<file path="src/rtl/fdc_sync_pkg.sv">
package fdc_sync_pkg;

    typedef enum logic [1:0] {
        S_IDLE  = 2'd0,
        S_STALL = 2'd1,
        S_DONE  = 2'd2
    } sync_state_e;

    typedef struct packed {
        logic       dens;
        logic       head;
        logic [1:0] drive;
    } drv_cfg_t;

    localparam drv_cfg_t CFG_RESET = '{dens: 1'b0, head: 1'b0, drive: 2'd0};

endpackage

</file>
<file path="src/rtl/fdc_sync_cdc.sv">
module fdc_sync_cdc #(
    parameter int WIDTH  = 2,
    parameter int STAGES = 2
) (
    input  logic             clk,
    input  logic             rst_n,
    input  logic [WIDTH-1:0] async_in,
    output logic [WIDTH-1:0] sync_out
);
    logic [WIDTH-1:0] chain [STAGES];

    generate
        for (genvar s = 0; s < STAGES; s++) begin : g_stage
            if (s == 0) begin : g_first
                always_ff @(posedge clk) begin
                    if (!rst_n) chain[0] <= '0;
                    else        chain[0] <= async_in;
                end
            end else begin : g_next
                always_ff @(posedge clk) begin
                    if (!rst_n) chain[s] <= '0;
                    else        chain[s] <= chain[s-1];
                end
            end
        end
    endgenerate

    assign sync_out = chain[STAGES-1];
endmodule

</file>
<file path="src/rtl/fdc_sync_fsm.sv">
module fdc_sync_fsm
    import fdc_sync_pkg::*;
(
    input  logic clk,
    input  logic rst_n,
    input  logic rd_hit,
    input  logic ready_s,
    output logic wait_req
);
    sync_state_e state_q, state_d;

    always_ff @(posedge clk) begin
        if (!rst_n) state_q <= S_IDLE;
        else        state_q <= state_d;
    end

    always_comb begin
        state_d = state_q;
        unique case (state_q)
            S_IDLE: begin
                if (rd_hit) state_d = ready_s ? S_DONE : S_STALL;
            end
            S_STALL: begin
                if (!rd_hit)      state_d = S_IDLE;
                else if (ready_s) state_d = S_DONE;
            end
            S_DONE: begin
                if (!rd_hit) state_d = S_IDLE;
            end
            default: state_d = S_IDLE;
        endcase
    end

    always_comb begin
        wait_req = 1'b0;
        unique case (state_q)
            S_IDLE:  wait_req = rd_hit && !ready_s;
            S_STALL: wait_req = rd_hit;
            S_DONE:  wait_req = 1'b0;
            default: wait_req = 1'b0;
        endcase
    end
endmodule

</file>
<file path="src/rtl/fdc_sync_latch.sv">
module fdc_sync_latch
    import fdc_sync_pkg::*;
#(
    parameter int DATA_W  = 8,
    parameter int NUM_DRV = 4
) (
    input  logic               clk,
    input  logic               rst_n,
    input  logic               wr_hit,
    input  logic [DATA_W-1:0]  wdata,
    output logic [NUM_DRV-1:0] drv_sel_n,
    output logic               head_sel,
    output logic               dens_dbl
);
    drv_cfg_t cfg_q;

    always_ff @(posedge clk) begin
        if (!rst_n)      cfg_q <= CFG_RESET;
        else if (wr_hit) cfg_q <= drv_cfg_t'(wdata[3:0]);
    end

    generate
        for (genvar d = 0; d < NUM_DRV; d++) begin : g_dec
            assign drv_sel_n[d] = (cfg_q.drive != 2'(d));
        end
    endgenerate

    assign head_sel = cfg_q.head;
    assign dens_dbl = cfg_q.dens;
endmodule

</file>
<file path="src/rtl/fdc_sync_port.sv">
module fdc_sync_port
    import fdc_sync_pkg::*;
#(
    parameter int          ADDR_W      = 8,
    parameter int          DATA_W      = 8,
    parameter int          SYNC_STAGES = 2,
    parameter logic [7:0]  PORT_ADDR   = 8'h14
) (
    input  logic              clk,
    input  logic              rst_n,
    input  logic              io_rd,
    input  logic              io_wr,
    input  logic [ADDR_W-1:0] io_addr,
    input  logic [DATA_W-1:0] io_wdata,
    output logic [DATA_W-1:0] io_rdata,
    output logic              cpu_wait,
    input  logic              fdc_drq,
    input  logic              fdc_intrq,
    output logic [3:0]        drv_sel_n,
    output logic              head_sel,
    output logic              dens_dbl
);
    localparam int NUM_DRV = 4;

    logic       hit, rd_hit, wr_hit, ready_s;
    logic [1:0] req_s;

    assign hit    = (io_addr == ADDR_W'(PORT_ADDR));
    assign rd_hit = io_rd && hit;
    assign wr_hit = io_wr && hit;

    fdc_sync_cdc #(.WIDTH(2), .STAGES(SYNC_STAGES)) u_cdc (
        .clk      (clk),
        .rst_n    (rst_n),
        .async_in ({fdc_intrq, fdc_drq}),
        .sync_out (req_s)
    );

    assign ready_s = |req_s;

    fdc_sync_fsm u_fsm (
        .clk      (clk),
        .rst_n    (rst_n),
        .rd_hit   (rd_hit),
        .ready_s  (ready_s),
        .wait_req (cpu_wait)
    );

    fdc_sync_latch #(.DATA_W(DATA_W), .NUM_DRV(NUM_DRV)) u_latch (
        .clk       (clk),
        .rst_n     (rst_n),
        .wr_hit    (wr_hit),
        .wdata     (io_wdata),
        .drv_sel_n (drv_sel_n),
        .head_sel  (head_sel),
        .dens_dbl  (dens_dbl)
    );

    always_comb begin
        io_rdata = '0;
        if (rd_hit) io_rdata[DATA_W-1] = ~req_s[1];
    end
endmodule

</file>
<file path="config.mk">
export PLATFORM = sky130hd
export DESIGN_NAME = fdc_sync_port
export DESIGN_NICKNAME = d
export VERILOG_FILES = /design/src/rtl/fdc_sync_pkg.sv /design/src/rtl/fdc_sync_cdc.sv /design/src/rtl/fdc_sync_fsm.sv /design/src/rtl/fdc_sync_latch.sv /design/src/rtl/fdc_sync_port.sv
export SDC_FILE = /design/constraint.sdc
export NUM_CORES = 1
export LEC_CHECK = 0
export ABC_AREA = 1
export BUFFER_PORTS_ARGS = -buffer_cell sky130_fd_sc_hd__buf_4
export CAP_MARGIN = 20
export CORE_AREA = 4 4 41 43
export CTS_BUF_LIST = sky130_fd_sc_hd__clkbuf_8
export CTS_CLUSTER_SIZE = 30
export DETAILED_ROUTE_END_ITERATION = 6
export DIE_AREA = 0 0 45 47
export HOLD_SLACK_MARGIN = 0.1
export PLACE_DENSITY = 0.94
export SLEW_MARGIN = 20
export SYNTH_ARGS = -nofsm -noshare
export SYNTH_HDL_FRONTEND = slang
export SYNTH_SLANG_ARGS = --single-unit
</file>
<file path="constraint.sdc">
create_clock -name clk -period 1.45 [get_ports clk]
set_input_delay 0.0725 -clock clk [delete_from_list [all_inputs] [get_ports clk]]
set_output_delay 0.0725 -clock clk [all_outputs]
set_load 0.05 [all_outputs]
</file>
# == Yosys cells after proc, flatten, opt, wreduce, memory -nomap -nowiden ==
# Memories as Yosys holds them, arrays and structs flattened.
# Index checks and enable logic that the tools add are counted.
# word_totals
output_inout_bits,15
memories,1
ramBits,4
latchBits,0
ff_bits,6
rom_bits,0
wordCells,37
# classes
shift,0
mux,12
n_eq_ne,9
n_reduce_logical,8
div_mod_pow,0
bitwise_logic,3
addsub,0
magnitude_cmp,0
multipliers,0
# mem_list
memory,words,width,rd,rd_clocked_by_memory_dff,wr,line,source
u_cdc.chain,2,2,2,0,2,fdc_sync_cdc.sv:10,logic [WIDTH-1:0] chain [STAGES];
# ops
cell,count
two-way mux 2 bit,7
== test 8 x 5 -> 1 bit (second input constant),1
inequality test 2 bit (second input constant),3
case mux 2 bit (3 select lines),1
inequality test 2 x 1 -> 1 bit (second input constant),2
logical AND 1 bit,3
two-way mux 1 bit,3
inequality test 3 bit (second input constant),1
AND reduction 3 bit,1
== test 2 x 1 -> 1 bit (second input constant),1
== test 2 bit (second input constant),1
zero test 2 bit,1
bitwise OR 1 bit,2
case mux 1 bit (2 select lines),1
nonzero test 2 bit,1
OR reduction 2 bit,1
zero test 1 bit,1
inverter 1 bit,1

# == Depth between registers and ports, before layout ==
# An unclocked memory read counts as a cell.
# logic_depth
word_depth,5
mapped_depth,7
ltp_nobuf,7

# == By module ==
# A second synthesis with hierarchy kept.
# hier_totals
cells_unflattened,79
area_unflattened_um2,515.5
# modules_own_cells
mod,seq_area_each_um2,cells_each,instances,area_per_inst_um2
fdc_sync_latch,80.1,31,1,188.9
fdc_sync_port,0.0,25,1,138.9
fdc_sync_cdc,80.1,12,1,110.1
fdc_sync_fsm,40.0,11,1,77.6

# == Worst setup path after synthesis ==
# Ideal clock, no wire load.
# synth_path
kind,register to output
from,memory u_cdc.chain[1][1]
to,output cpu_wait
setup_slack_ns,0.233
path_stages_with_launch,4
t_arrival_ns,1.144
cell_sequence,dfxtp_1 nor2_1 o21ai_0 nor2_1
# synth_rtl
element,line,source
from (decl),fdc_sync_cdc.sv:10,
to (decl),fdc_sync_port.sv:16,"output logic cpu_wait,"

==> impl_metrics.tcl <==
set metrics [dict create \
    combPwrFrac_pct 18.6 \
    grt_pass1_vias 535 \
    finalCritPeriodShare_pct 79.5 \
    path_delay_family "flip-flops" \
    cts_root_buffer "clkbuf_8" \
    critPathRequiredTime_ns 1.38 \
    ant_nets 0 \
    cp_slowest_stage_delay_ns 0.30 \
    synth_warnings 0 \
    ys_ff_latch 10 \
    fp.dieW_um 45 \
    first_pass_iters 4 \
    end_kind "output pin" \
    drc 0 \
    rsz0062_at_grt "false" \
    dp_hpwl_um 1010 \
    final_hold_viol_count 0 \
    antenna_found_initial 0 \
    wl_per_cell_um 9.34 \
    irDropWorstVdd_mv 0.822 \
    cts.sinks 10 \
    drv_cap 0 \
    synth_seq_area_share_pct 34.8 \
    gp_congestion 0.649 \
    cts_tree "yes" \
    power_density_nw_per_um2 824 \
    std_cell_rows 13 \
    diodes 0 \
    power_leakage_uw 0.000464 \
    fmax_ghz 0.868 \
    num_vias 568 \
    port_buffers 25 \
    met3_usage_pct 5.75 \
    use_met1_pct 14.1 \
    layout_min_cycle_time_ns 1.15 \
    met2_usage_pct 26.0 \
    syn_area_per_cell_um2 6.40 \
    grt_pass1_wl_um 2100 \
    p_seq_share_pct 41.9 \
    p_total_uw 676 \
    dpl.cell_count 128 \
    drive_gt1_share_pct 29.4 \
    internal_power_uw 508 \
    worst_slack_ns 0.298 \
    netlist_area_um2 576 \
    dieHeight_um 47 \
    clock_latency_ns 0.22 \
    drt_iter0_markers 3 \
    grt_overflow 0 \
    cts_buffer_depth 2 \
    htreeDepth 1 \
    layout_common_cells "nand2_1, buf_4, inv_1" \
    cts.repair.resized 0 \
    power.switching_uw 168 \
    fin_util_pct 63.0 \
    die_area_um2 2120 \
    min_path_type "in2reg" \
    path_clk_slew_ns 0.04 \
    clkPwrFrac_pct 39.4 \
    routed_wl_um 1250 \
    critical_path_class "reg2out" \
    numCtsBuffers 3 \
    synth_cells 90 \
    final.setup.tns_ns 0 \
    run_status "finished clean" \
    crit_arrival_ns 1.08 \
    yosysUniqueCellTypes 14 \
    nets 143 \
    syn_to_final_growth_pct 42.4 \
    place_ws_ns 0.471 \
    path_cells "nor2_1 > o21ai_0 > nor2_1 > buf_4" \
    vias_per_cell 4.24 \
    initial_core_util_pct 44.2 \
    grt_max_degree 10 \
    crit_buf_inv 1 \
    setup_violations 0 \
    final_cells 134 \
    slowest_stage "dfxtp_1" \
    critPathMaxFanout 2 \
    io_pins 37 \
    core_um2 1300 \
    timing.critical_path.mode_cell "nor2_1" \
    swShare_pct 24.8 \
    busiest_layer "met2" \
    crit_path_start_kind "flop" \
    r2r_setup_slack_ns 0.71 \
    finClkSkew_ns 0.000782 \
    track_usage_pct 14.1 \
    drv_slew 0 \
]
[power groups by stage]
stage / Sequential, uW / Clock [uW] / Combinational, uW
global placement: 288 / 0 / 115
finish: 283 / 266 / 126
detailed placement: 288 / 0 / 119
global route: 283 / 295 / 137
CTS: 283 / 274 / 125
floorplan: 288 / 0 / 88.3
[kinds of logic after synthesis]
family / Yosys count / synth area share, %
other: 1 / 0.652
flip-flops: 10 / 34.8
AND/OR/NAND/NOR: 47 / 38.9
AO/OA/AOI/OAI: 1 / 0.869
buffers and inverters: 31 / 24.8
[what timing repair did]
item	in CTS	in global routing
setup buffers	0	0
hold endpoints to repair	3	0
hold buffers	3	0
setup endpoints to repair	0	0
[stage by stage]
| step | hold slack [ns] | instance area [um^2] |
|---|---|---|
| 2_1_floorplan | 0.166 | 598 |
| 3_3_place_gp | 0.250 | 748 |
| 4_1_cts | 0.150 | 820 |
| 5_1_grt | 0.161 | 820 |
| 6_report | 0.158 | 820 |
| 3_5_place_dp | 0.259 | 748 |
[worst min-delay path: stages]
cell and delay (ns):
buf_4 0.12, nand4_1 0.11, nor2_1 0.04
[cell type report]
cell class	instances	area, um^2
Clock buffer	3	41.3
Fill cell	116	482
Inverter	23	86.3
Multi-Input combinational cell	55	255
Sequential cell	10	200
Tap cell	15	18.8
Timing Repair Buffer	28	218
[worst paths after layout]
kind	startpoint	end	cells after the start
worst max-delay path	u_cdc.chain[1][1]	cpu_wait	4
worst min-delay path	io_rd	u_fsm.state_q[0]	3
worst max register to register	u_cdc.chain[1][1]	u_fsm.state_q[1]	4
worst min register to register	u_cdc.chain[0][1]	u_cdc.chain[1][1]	2
[cell usage after synthesis]
| master | n | area share, % |
|---|---|---|
| nor2_4 | 2 | 3.9 |
| nor2_1 | 11 | 7.2 |
| o21ai_0 | 1 | 0.87 |
| inv_1 | 21 | 14 |
| nand2_2 | 2 | 2.2 |
| nand4_1 | 5 | 5.4 |
| buf_4 | 7 | 9.1 |
| inv_2 | 2 | 1.3 |
| nand3_1 | 1 | 0.87 |
| dfxtp_1 | 10 | 35 |
| nand3_4 | 1 | 3.0 |
| conb_1 | 1 | 0.65 |
| clkbuf_1 | 1 | 0.65 |
| nand2_1 | 25 | 16 |
[layer usage]
layer	vias to the layer above	share of wire [%]	wire length [um]
met5	-	0	0
met4	0	0.96	12
met3	4	8.3	104
met2	17	53	662
met1	243	38	473
li1	304	-	-
[flip-flops by register name, summed over array words and instances, names as in the netlist]
register / cells
u_cdc.chain: 4
u_fsm.state_q: 2
u_latch.cfg_q: 2
u_latch.dens_dbl: 1
u_latch.head_sel: 1
Note: power is estimated with default switching activity, not from simulation.
